[src/rtl/dma_irq_pkg.sv]
package dma_irq_pkg;

  // Number of status bits; the bit meanings below are fixed by software.
  localparam int STAT_W = 4;

  localparam int BIT_RX_A = 0;
  localparam int BIT_RX_B = 1;
  localparam int BIT_TX   = 2;
  localparam int BIT_EOP  = 3;

  // Byte offsets decoded by driver software.
  localparam logic [7:0] OFF_MASK   = 8'h8C;
  localparam logic [7:0] OFF_ACK    = 8'h90;
  localparam logic [7:0] OFF_RAW    = 8'h94;
  localparam logic [7:0] OFF_MASKED = 8'h98;

  typedef enum logic [1:0] {
    RD_ZERO   = 2'd0,
    RD_MASK   = 2'd1,
    RD_RAW    = 2'd2,
    RD_MASKED = 2'd3
  } rdSel_e;

  typedef struct packed {
    logic              maskLoad;
    logic              ackLoad;
    logic [STAT_W-1:0] bits;
    rdSel_e            rdSel;
  } irqStrobe_t;

endpackage

[src/rtl/dma_irq_ctrl.sv]
module dma_irq_ctrl
  import dma_irq_pkg::*;
#(
  parameter int ADDR_W = 8,
  parameter int DATA_W = 32
) (
  input  logic [ADDR_W-1:0] regAddr,
  input  logic              regWrEn,
  input  logic [DATA_W-1:0] regWrData,
  output irqStrobe_t        strobe
);

  localparam int WORD_W = ADDR_W - 2;
  localparam logic [ADDR_W-1:0] MASK_A   = ADDR_W'(OFF_MASK);
  localparam logic [ADDR_W-1:0] ACK_A    = ADDR_W'(OFF_ACK);
  localparam logic [ADDR_W-1:0] RAW_A    = ADDR_W'(OFF_RAW);
  localparam logic [ADDR_W-1:0] MASKED_A = ADDR_W'(OFF_MASKED);

  logic [WORD_W-1:0] wordIdx;
  logic hitMask, hitAck, hitRaw, hitMasked;

  assign wordIdx   = regAddr[ADDR_W-1:2];
  assign hitMask   = (wordIdx == MASK_A[ADDR_W-1:2]);
  assign hitAck    = (wordIdx == ACK_A[ADDR_W-1:2]);
  assign hitRaw    = (wordIdx == RAW_A[ADDR_W-1:2]);
  assign hitMasked = (wordIdx == MASKED_A[ADDR_W-1:2]);

  always_comb begin
    strobe.maskLoad = regWrEn && hitMask;
    strobe.ackLoad  = regWrEn && hitAck;
    strobe.bits     = regWrData[STAT_W-1:0];
    if (hitMask)        strobe.rdSel = RD_MASK;
    else if (hitRaw)    strobe.rdSel = RD_RAW;
    else if (hitMasked) strobe.rdSel = RD_MASKED;
    else                strobe.rdSel = RD_ZERO;
  end

endmodule

[src/rtl/dma_irq_path.sv]
module dma_irq_path
  import dma_irq_pkg::*;
#(
  parameter int DATA_W = 32
) (
  input  logic              clk,
  input  logic              rstN,
  input  irqStrobe_t        strobe,
  input  logic              txDescDone,
  input  logic              rxDescDone,
  input  logic              rxPktEnd,
  output logic [STAT_W-1:0] rawQ,
  output logic [STAT_W-1:0] maskQ,
  output logic [DATA_W-1:0] rdData,
  output logic              irqLine
);

  logic [STAT_W-1:0] setVec;
  logic [STAT_W-1:0] maskedStat;

  // Map event pulses onto status bits.
  always_comb begin
    setVec           = '0;
    setVec[BIT_RX_A] = rxDescDone;
    setVec[BIT_RX_B] = rxDescDone;
    setVec[BIT_TX]   = txDescDone;
    setVec[BIT_EOP]  = rxPktEnd;
  end

  // One sticky cell per bit; setting beats clearing.
  for (genvar i = 0; i < STAT_W; i++) begin : g_cell
    always_ff @(posedge clk or negedge rstN) begin
      if (!rstN)                                rawQ[i] <= 1'b0;
      else if (setVec[i])                       rawQ[i] <= 1'b1;
      else if (strobe.ackLoad && strobe.bits[i]) rawQ[i] <= 1'b0;
    end
  end

  always_ff @(posedge clk or negedge rstN) begin
    if (!rstN)                maskQ <= '0;
    else if (strobe.maskLoad) maskQ <= strobe.bits;
  end

  assign maskedStat = rawQ & maskQ;
  assign irqLine    = |maskedStat;

  always_comb begin
    unique case (strobe.rdSel)
      RD_MASK:   rdData = DATA_W'(maskQ);
      RD_RAW:    rdData = DATA_W'(rawQ);
      RD_MASKED: rdData = DATA_W'(maskedStat);
      default:   rdData = '0;
    endcase
  end

endmodule

[src/rtl/dma_irq_unit.sv]
module dma_irq_unit
  import dma_irq_pkg::*;
#(
  parameter int ADDR_W = 8,
  parameter int DATA_W = 32
) (
  input  logic              clk,
  input  logic              rstN,
  input  logic [ADDR_W-1:0] regAddr,
  input  logic              regWrEn,
  input  logic [DATA_W-1:0] regWrData,
  output logic [DATA_W-1:0] regRdData,
  input  logic              txDescDone,
  input  logic              rxDescDone,
  input  logic              rxPktEnd,
  output logic              irqOut
);

  irqStrobe_t        strobe;
  logic [STAT_W-1:0] rawQ;
  logic [STAT_W-1:0] maskQ;

  dma_irq_ctrl #(.ADDR_W(ADDR_W), .DATA_W(DATA_W)) ctrl_i (
    .regAddr   (regAddr),
    .regWrEn   (regWrEn),
    .regWrData (regWrData),
    .strobe    (strobe)
  );

  dma_irq_path #(.DATA_W(DATA_W)) path_i (
    .clk        (clk),
    .rstN       (rstN),
    .strobe     (strobe),
    .txDescDone (txDescDone),
    .rxDescDone (rxDescDone),
    .rxPktEnd   (rxPktEnd),
    .rawQ       (rawQ),
    .maskQ      (maskQ),
    .rdData     (regRdData),
    .irqLine    (irqOut)
  );

endmodule

[config.mk]
export PLATFORM = sky130hd
export DESIGN_NAME = dma_irq_unit
export DESIGN_NICKNAME = d
export VERILOG_FILES = /design/src/rtl/dma_irq_pkg.sv /design/src/rtl/dma_irq_ctrl.sv /design/src/rtl/dma_irq_path.sv /design/src/rtl/dma_irq_unit.sv
export SDC_FILE = /design/constraint.sdc
export NUM_CORES = 1
export LEC_CHECK = 0
export BUFFER_PORTS_ARGS = -buffer_cell sky130_fd_sc_hd__buf_2
export CAP_MARGIN = 30
export CORE_MARGIN = 4
export CORE_UTILIZATION = 25
export DETAILED_ROUTE_END_ITERATION = 10
export PLACE_DENSITY = 0.6
export REMOVE_ABC_BUFFERS = 1
export SLEW_MARGIN = 20
export SYNTH_ARGS = -nofsm -noshare
export SYNTH_HDL_FRONTEND = slang
export SYNTH_SLANG_ARGS = --single-unit
[constraint.sdc]
create_clock -name clk -period 1.1 [get_ports clk]
set_input_delay 0.055 -clock clk [delete_from_list [all_inputs] [get_ports clk]]
set_output_delay 0.055 -clock clk [all_outputs]
set_load 0.02 [all_outputs]
==> impl_metrics.toml, run 1 <==
[sta]
finClkSkew_ns = 0
period_share_pct = 106
hold_viol_final = 0
fin_tns_setup_ns = -0.166
setup_slack_ns = -0.0666
setup_violations = 4
slew_violations = 0
max_freq_ghz = 0.857
min_period_ns = 1.17
rsz0062_at_grt = "true"

[worst_setup_path]
arrival_ns = 1.11
r2r_slack_ns = 0.19
cp_max_fo = 3
start_kind = "flip-flop"
path_class = "flip-flop to output pin"
cp.required_ns = 1.04
cp-end-kind = "output pin"

[outcome]
outcome = "finished with violations"
violations = "setup timing"

[logic_synthesis]
synth_simple_gate_area_share_pct = 15.7
synth_edf_count = 0
yosys.area.top_type = "buf_4"
synthFlopType = "dfrtp_1"
synth.distinct_cells = 17
synth-xor-area-share_pct = 0
postSynth.asyncResetShare_pct = 100
ys_top_cells_by_count = "buf_4, dfrtp_1, nand2_1"
yosysMostFrequentCell = "buf_4"
synth_area_leaders = "buf_4, dfrtp_1, mux2_4"
synthMuxAreaShare_pct = 8.96
syn_inst = 72
synth_seq_area_share_pct = 29.9
syn_area_per_cell_sq_um = 9.31
yosys.area.top_type_share_pct = 31.3
synth_fa_ha_area_share_pct = 0
synthesis.area_sq_um = 671
synth_compound_area_share_pct = 11.9
ys_ff_latch = 8
yosysWarnings = 0
synth_top_family_by_area = "buffers and inverters"

[die]
core_sq_mm = 0.00252
die_w_um = 59.8
die_area_sq_mm = 0.00358
start_util_pct = 26.6
die_h_um = 59.8
ios = 79
rows = 18

[clock_tree]
clock_path_buffers = 2
cts_tree = "done"
cts_sinks = 8
root_buffer = "clkbuf_4"
cts_buffers = 3
clk_latency_ns = 0.25
clkTransAtPathRegs_ns = 0.05
cts_max_level = 1

[route]
vias_per_cell = 3.93
avgRoutedWirePerCell_um = 10.1
ant_nets = 0
drt_wl_total_um = 1370
drt_iter0_drc = 12
dr.pass1.iters = 4
num_vias = 534
drc = 0

[global_route]
grt_start_max_net_pins = 9
antenna_found_initial = 0
grt_pass1_wl_um = 1980
grt_overflow_total = 0
grt_pass1_vias = 460
grt_use_total_pct = 7.72

[cells_and_area]
diodes = 0
fin_area_sq_um = 851
drive_above_1_share_pct = 39.6
syn_to_final_growth_pct = 26.9
fin_util_pct = 33.7
nNetsFinal = 154

[placed_design]
gp_congestion = 0.692
place_hpwl_um = 1120
post_dp_cell_area_sq_um = 714
io_buffer_count = 20

[worst_hold_path]
hold_class = "input port to flip-flop"

[power]
peakVddDrop_mv = 0.346
leakage_nw = 0.433
power_density_mw_per_mm2 = 976

[run]
maxCapViolCount = 0
## cell usage in the layout, fill, tap and decap left out, drive strengths merged
master       instances
mux2                 4
and4b                1
dlygate4sd3          4
clkbuf               3
nand4                1
nor2b                1
dfrtp                8
and4                 1
nand4b               1
nor3b                1
nand2                5
nor2                 4
conb                28
buf                 28
o22ai                4
inv                  3
and2b                1
a31oi                4
a22oi                4
## flip-flops by register name, summed over array words and instances (netlist names)
name          flops
path_i.maskQ      4
path_i.rawQ       4
## through the flow
stage / worst slack, ns / hold slack [ns] / power [mW] / cells
after global placement: -0.0159 / -0.0919 / 0.572 / 123
after detailed placement: -0.0282 / -0.0912 / 0.575 / 123
after floorplan: 0.135 / -0.241 / 0.505 / 71
final: -0.0666 / 0.00573 / 0.831 / 136
after global routing: -0.115 / 0.0197 / 0.883 / 136
after CTS: -0.0629 / 0.000477 / 0.824 / 132
## worst max-delay path, stage by stage (launching register included)
cell,delay [ns]
dfrtp_1,0.38
a22oi_1,0.19
o22ai_1,0.12
buf_4,0.17
## what timing repair did
| item | in CTS | in global routing |
|---|---|---|
| buffers inserted | 2 | 4 |
| hold buffers | 4 | 0 |
| endpoints found under the hold margin | 11 | 0 |
| pin swaps | 0 | 1 |
| setup endpoints to repair | 4 | 5 |
| gates resized for setup | 2 | 6 |
## logic make-up (layout without fill, tap and decap cells)
| kind of cell | count (synthesis) | after routing |
|---|---|---|
| buf+inv | 31 | 38 |
| flops | 8 | 8 |
| compound gates | 12 | 12 |
| simple gates | 16 | 16 |
| other cells | 1 | 28 |
| mux | 4 | 4 |
## routing by layer
metal,vias up,track usage [%],wire length (um)
li1,264,-,-
met1,239,7.84,490
met2,29,13.1,698
met3,2,3.67,171
met4,0,3.80,8
met5,-,0,0
## path summary, 6_finish.rpt
| kind | from | to | cells after the start |
|---|---|---|---|
| max reg2reg | path_i.maskQ[3] | path_i.maskQ[3] | 2 |
| min reg2reg | path_i.rawQ[0] | path_i.rawQ[0] | 2 |
| min | regWrData[0] | path_i.rawQ[0] | 2 |
| max in group asynchronous | rstN | path_i.rawQ[2] | 2 |
| min in group asynchronous | rstN | path_i.maskQ[1] | 2 |
| max | path_i.maskQ[2] | regRdData[2] | 3 |
## area by class of cell
type,count,area (sq um)
fill,266,1670
tap,30,37.5
multi-input combinational,60,369
sequential,8,200
timing repair buffer,32,210
clock buffer,3,22.5
inverter,3,11.3
## power breakdown
part | leakage (nW) | switching (mW) | internal (mW)
Combinational | 0.331 | 0.171 | 0.111
Clock | 0.0138 | 0.0914 | 0.124
Sequential | 0.0882 | 0.0174 | 0.315
No activity file was read; power rests on OpenSTA's default activity.
==> run 2, diff against run 1 <==
--- a/config.mk
+++ b/config.mk
@@ -7,6 +7,7 @@
 export LEC_CHECK = 0
 export BUFFER_PORTS_ARGS = -buffer_cell sky130_fd_sc_hd__buf_2
 export CAP_MARGIN = 30
+export CORE_ASPECT_RATIO = 1.1
 export CORE_MARGIN = 4
 export CORE_UTILIZATION = 25
 export DETAILED_ROUTE_END_ITERATION = 10
==> run 2 against run 1 <==
The flow still finishes with violations (setup timing). Sequential share of layout area is 0.71 points higher. Setup slack better by 0.031 ns. First-iteration DRC count down 33%. Via count increased by 1.5%. Combinational power decreased by 2%. Largest cell class unchanged. Largest power group unchanged.
==> impl_metrics.toml, run 2 (same netlist as run 1, synthesis figures left out) <==
[outcome]
outcome = "finished with violations"
violations = "setup timing"

[worst_setup_path]
start_kind = "flip-flop"
cp.required_ns = 1.04
worstReg2RegEnd = "path_i.maskQ[0]"
worstSetupStartpoint = "path_i.maskQ[2]"
path_class = "flip-flop to output pin"
cp-endpoint = "regRdData[2]"
cp_max_fo = 3
reg2reg_depth = 2
cp-end-kind = "output pin"
worst_r2r_startpoint = "path_i.maskQ[0]"
arrival_ns = 1.08
r2r_slack_ns = 0.20

[die]
core_sq_mm = 0.00254
rows = 19
start_util_pct = 26.4
die_area_sq_mm = 0.00358
die_w_um = 57.4
die_h_um = 62.3
ios = 79

[power]
clock_power_share_pct = 26.4
internal_power_mw = 0.546
power_density_mw_per_mm2 = 997
power_frac_comb_pct = 33.5
peakVddDrop_mv = 0.431
switchingPower_mw = 0.277
switching_share_pct = 33.7
total_power_mw = 0.823
p_seq_share_pct = 40.1
leakage_nw = 0.427

[placed_design]
place_hpwl_um = 1160
post_dp_cell_area_sq_um = 716
gp_congestion = 0.685
dpl.cell_count = 124
io_buffer_count = 20

[sta]
period_share_pct = 103
max_freq_ghz = 0.881
min_period_ns = 1.14
hold_viol_final = 0
setup_slack_ns = -0.0354
fin_tns_setup_ns = -0.102
rsz0062_at_grt = "true"
finClkSkew_ns = 0
slew_violations = 0
setup_violations = 4

[cells_and_area]
final_common_cell = "conb_1"
layout_common_cells = "conb_1, buf_2, buf_4, dfrtp_1, nand2_1"
diodes = 0
top_regs = "path_i.maskQ x4, path_i.rawQ x4"
fin_util_pct = 32.5
instances_no_fill = 136
syn_to_final_growth_pct = 23.1
nNetsFinal = 153
fin_area_sq_um = 826
drive_above_1_share_pct = 37.1

[route]
routed.top_layer = "met4"
wl_met2_um = 672
avgRoutedWirePerCell_um = 9.82
dr.pass1.iters = 4
drc = 0
ant_nets = 0
wl_met3_um = 178
wl_met1_um = 467
drt_wl_total_um = 1340
vias_per_cell = 3.99
drt_iter0_drc = 8
num_vias = 542

[clock_tree]
cts_sinks = 8
clock_path_buffers = 2
clkTransAtPathRegs_ns = 0.05
cts_buffers = 3
clk_latency_ns = 0.25
cts_tree = "done"
root_buffer = "clkbuf_4"
cts_max_level = 1

[global_route]
grt_pass1_vias = 488
grt_start_max_net_pins = 9
grt_overflow_total = 0
grt_use_total_pct = 7.11
grt_pass1_wl_um = 1990
antenna_found_initial = 0

[worst_hold_path]
hold_class = "input port to flip-flop"

[run]
maxCapViolCount = 0
[run 2: how the worst min path moves through the flow]
stage                      start              end  slack [ns]  cells past startpoint
CTS                 regWrData[1]   path_i.rawQ[1]       0.004                      2
finish              regWrData[1]   path_i.rawQ[1]       0.005                      2
global route        regWrData[1]   path_i.rawQ[1]        0.01                      2
floorplan                   rstN  path_i.maskQ[0]       -0.24                      0
global placement            rstN  path_i.maskQ[3]        -0.1                      1
detailed placement          rstN   path_i.rawQ[3]        -0.1                      1
[run 2: worst max-delay path, cell delays in order (launching register included)]
cell     delay, ns
dfrtp_1       0.39
a22oi_1       0.18
o22ai_1       0.10
buf_4         0.16
[run 2: metal layers]
| layer | vias to the layer above | GRT usage (%) |
|---|---|---|
| met5 | - | 0 |
| met4 | 0 | 2.61 |
| met3 | 2 | 3.73 |
| met2 | 35 | 12.7 |
| met1 | 246 | 6.68 |
| li1 | 259 | - |
[run 2: what timing repair did]
item,4_1_cts,5_1_grt
setup buffers,5,1
hold buffers,3,0
endpoints found under the setup margin,4,5
gates resized for setup,3,1
endpoints found under the hold margin,10,0
[run 2: cell type report]
type / count / area [sq um]
Clock buffer: 3 / 22.5
Fill cell: 273 / 1720
Inverter: 3 / 11.3
Multi-Input combinational cell: 60 / 355
Sequential cell: 8 / 200
Tap cell: 31 / 38.8
Timing Repair Buffer: 31 / 198
[run 2: power by group through the flow]
stage,clock network [mW],registers [mW],logic [mW]
final,0.218,0.330,0.275
after global routing,0.233,0.333,0.299
after CTS,0.227,0.329,0.272
after detailed placement,0,0.336,0.240
after global placement,0,0.336,0.236
after floorplan,0,0.331,0.174
[run 2: through the flow]
step                hold slack [ns]  setup WS (ns)
floorplan                    -0.241          0.135
global placement            -0.0983        -0.0163
detailed placement          -0.0974        -0.0394
CTS                         0.00403        -0.0489
global route                 0.0144        -0.0802
finish                      0.00524        -0.0354
==> run 3, diff against run 2 <==
--- a/config.mk
+++ b/config.mk
@@ -5,13 +5,14 @@
 export SDC_FILE = /design/constraint.sdc
 export NUM_CORES = 1
 export LEC_CHECK = 0
+export ABC_AREA = 1
 export BUFFER_PORTS_ARGS = -buffer_cell sky130_fd_sc_hd__buf_2
 export CAP_MARGIN = 30
 export CORE_ASPECT_RATIO = 1.1
 export CORE_MARGIN = 4
 export CORE_UTILIZATION = 25
 export DETAILED_ROUTE_END_ITERATION = 10
-export PLACE_DENSITY = 0.6
+export PLACE_DENSITY = 0.57
 export REMOVE_ABC_BUFFERS = 1
 export SLEW_MARGIN = 20
 export SYNTH_ARGS = -nofsm -noshare
==> run 3 against run 2 <==
The flow still finishes with violations (setup timing). Die area increased by 12%. Sequential cell count unchanged. Final cell count increased by 26%. Sequential power about the same. Global-route usage increased by 1.3 points. Critical path depth increased by 2. Combinational power increased by 3%. Maximum frequency increased by 1.6%. Critical endpoint unchanged.
==> impl_metrics.toml, run 3 <==
[worst_setup_path]
path_class = "flip-flop to output pin"
cp-end-kind = "output pin"
cp_max_fo = 3
path_cells = "nand2_1 -> inv_1 -> nand3_1 -> nand3_2 -> buf_6"
cp.required_ns = 1.04
reg2reg_depth = 4
critPathMaxStageDelay_ns = 0.40
cp_slowest_cell = "dfrtp_1"
start_kind = "flip-flop"
worstSetupStartpoint = "path_i.rawQ[2]"
worst_r2r_startpoint = "path_i.rawQ[0]"
worstReg2RegEnd = "path_i.rawQ[0]"
arrival_ns = 1.06
r2r_slack_ns = 0.25
crit_family = "flip-flops"
cp.buffers_inverters = 2

[die]
ios = 79
die_w_um = 60.8
die_area_sq_mm = 0.00401
core_sq_mm = 0.00285
rows = 20
start_util_pct = 26.8
die_h_um = 66.0

[sta]
setup_slack_ns = -0.0174
period_share_pct = 102
rsz0062_at_grt = "true"
slew_violations = 0
max_freq_ghz = 0.895
min_period_ns = 1.12
hold_viol_final = 0
setup_violations = 2
finClkSkew_ns = 0

[logic_synthesis]
synthesis.area_sq_um = 766
syn_inst = 107
yosys.area.top_type_share_pct = 27.5
yosysWarnings = 0
yosys.area.top_type = "buf_4"
synth_area_leaders = "buf_4, dfrtp_1, nand3_1"
synthFlopType = "dfrtp_1"
synth_seq_area_share_pct = 26.1
yosysMostFrequentCell = "buf_4"
ys_ff_latch = 8
postSynth.asyncResetShare_pct = 100
syn_area_per_cell_sq_um = 7.16
synth.distinct_cells = 13
ys_top_cells_by_count = "buf_4, nand2_1, nand3_1, inv_1, dfrtp_1"
synth_edf_count = 0

[power]
leakage_nw = 0.564
peakVddDrop_mv = 0.483
power_density_mw_per_mm2 = 864
total_power_mw = 0.830

[clock_tree]
root_buffer = "clkbuf_4"
cts_tree = "done"
cts_max_level = 1
clk_latency_ns = 0.24
cts_buffers = 3
cts_sinks = 8
clkTransAtPathRegs_ns = 0.05
clock_path_buffers = 2

[global_route]
grt_use_total_pct = 8.38
grt_pass1_vias = 633
grt_pass1_wl_um = 2570
grt_start_max_net_pins = 10
grt_overflow_total = 0
antenna_found_initial = 0

[route]
drt_iter0_drc = 12
num_vias = 667
dr.pass1.iters = 2
vias_per_cell = 3.88
ant_nets = 0
drc = 0
avgRoutedWirePerCell_um = 9.51
drt_wl_total_um = 1640

[placed_design]
dp_worst_setup_slack_ns = 0.139
io_buffer_count = 20
dpl.cell_count = 159
post_dp_cell_area_sq_um = 798
place_hpwl_um = 1360
gp_congestion = 0.761

[worst_hold_path]
worstHoldEndpoint = "path_i.rawQ[1]"
hold_depth = 3
min_from = "rxDescDone"
hold_class = "input port to flip-flop"

[cells_and_area]
fin_area_sq_um = 961
nNetsFinal = 187
ff_latch_area_sq_um = 200
instances_no_fill = 172
diodes = 0
nFillCells = 322
fin_util_pct = 33.7
layout_common_cells = "conb_1, nand2_1, buf_2, nand3_1, inv_1"
final_common_cell = "conb_1"
top_regs = "path_i.maskQ x4, path_i.rawQ x4"
syn_to_final_growth_pct = 25.5
multi_input_area_sq_um = 440
drive_above_1_share_pct = 33.8

[outcome]
outcome = "finished with violations"
violations = "setup timing"

[run]
maxCapViolCount = 0
-- run 3: repair_timing --
action,4_1_cts,5_1_grt
resized for setup,8,8
pin swaps,8,3
hold buffers,3,0
endpoints found under the hold margin,10,0
endpoints found under the setup margin,4,5
buffers inserted,5,2
-- run 3: through the flow --
| stage | TNS [ns] | hold WS, ns |
|---|---|---|
| after global placement | 0 | -0.0983 |
| after detailed placement | 0 | -0.0953 |
| after floorplan | 0 | -0.241 |
| final | -0.0243 | 0.00215 |
| after global routing | -0.281 | 0.0147 |
| after CTS | -0.0944 | 0.00146 |
-- run 3: worst reg2reg max path, delay by kind of cell (launching register included) --
family,cells,cell delay (ns)
buffers and inverters,2,0.26
flip-flops,1,0.39
AND/OR/NAND/NOR,2,0.09
-- run 3: worst max-delay path by stage --
stage,end,depth (start not counted)
global placement,regRdData[1],7
detailed placement,regRdData[1],7
CTS,regRdData[1],5
global route,regRdData[3],5
floorplan,regRdData[2],4
finish,regRdData[2],5
-- run 3: cell type report --
cell class,instances,share of cell area (%)
multi-input cells,85,45.8
flip-flops and latches,8,20.8
repair buffers,30,21.6
inverters,13,5.08
clock buffers,3,2.34
well taps,33,4.30
-- run 3: kinds of logic after synthesis --
| family | after synthesis | share of synthesized area [%] |
|---|---|---|
| simple gates | 57 | 39.5 |
| buf+inv | 41 | 33.8 |
| flops | 8 | 26.1 |
| other cells | 1 | 0.490 |
-- run 3: where the power goes --
group / switching, mW / internal (mW) / total, mW / leakage, nW
registers: 0.0152 / 0.315 / 0.330 / 0.0885
logic: 0.202 / 0.0817 / 0.284 / 0.462
clock network: 0.0924 / 0.124 / 0.217 / 0.0138
total: 0.309 / 0.521 / 0.830 / 0.564
-- run 3: layer usage --
layer | share of wire [%] | track usage, %
met1 | 40 | 9.31
met2 | 52 | 14.8
met3 | 7.9 | 3.32
met4 | 0 | 1.63
met5 | 0 | 0
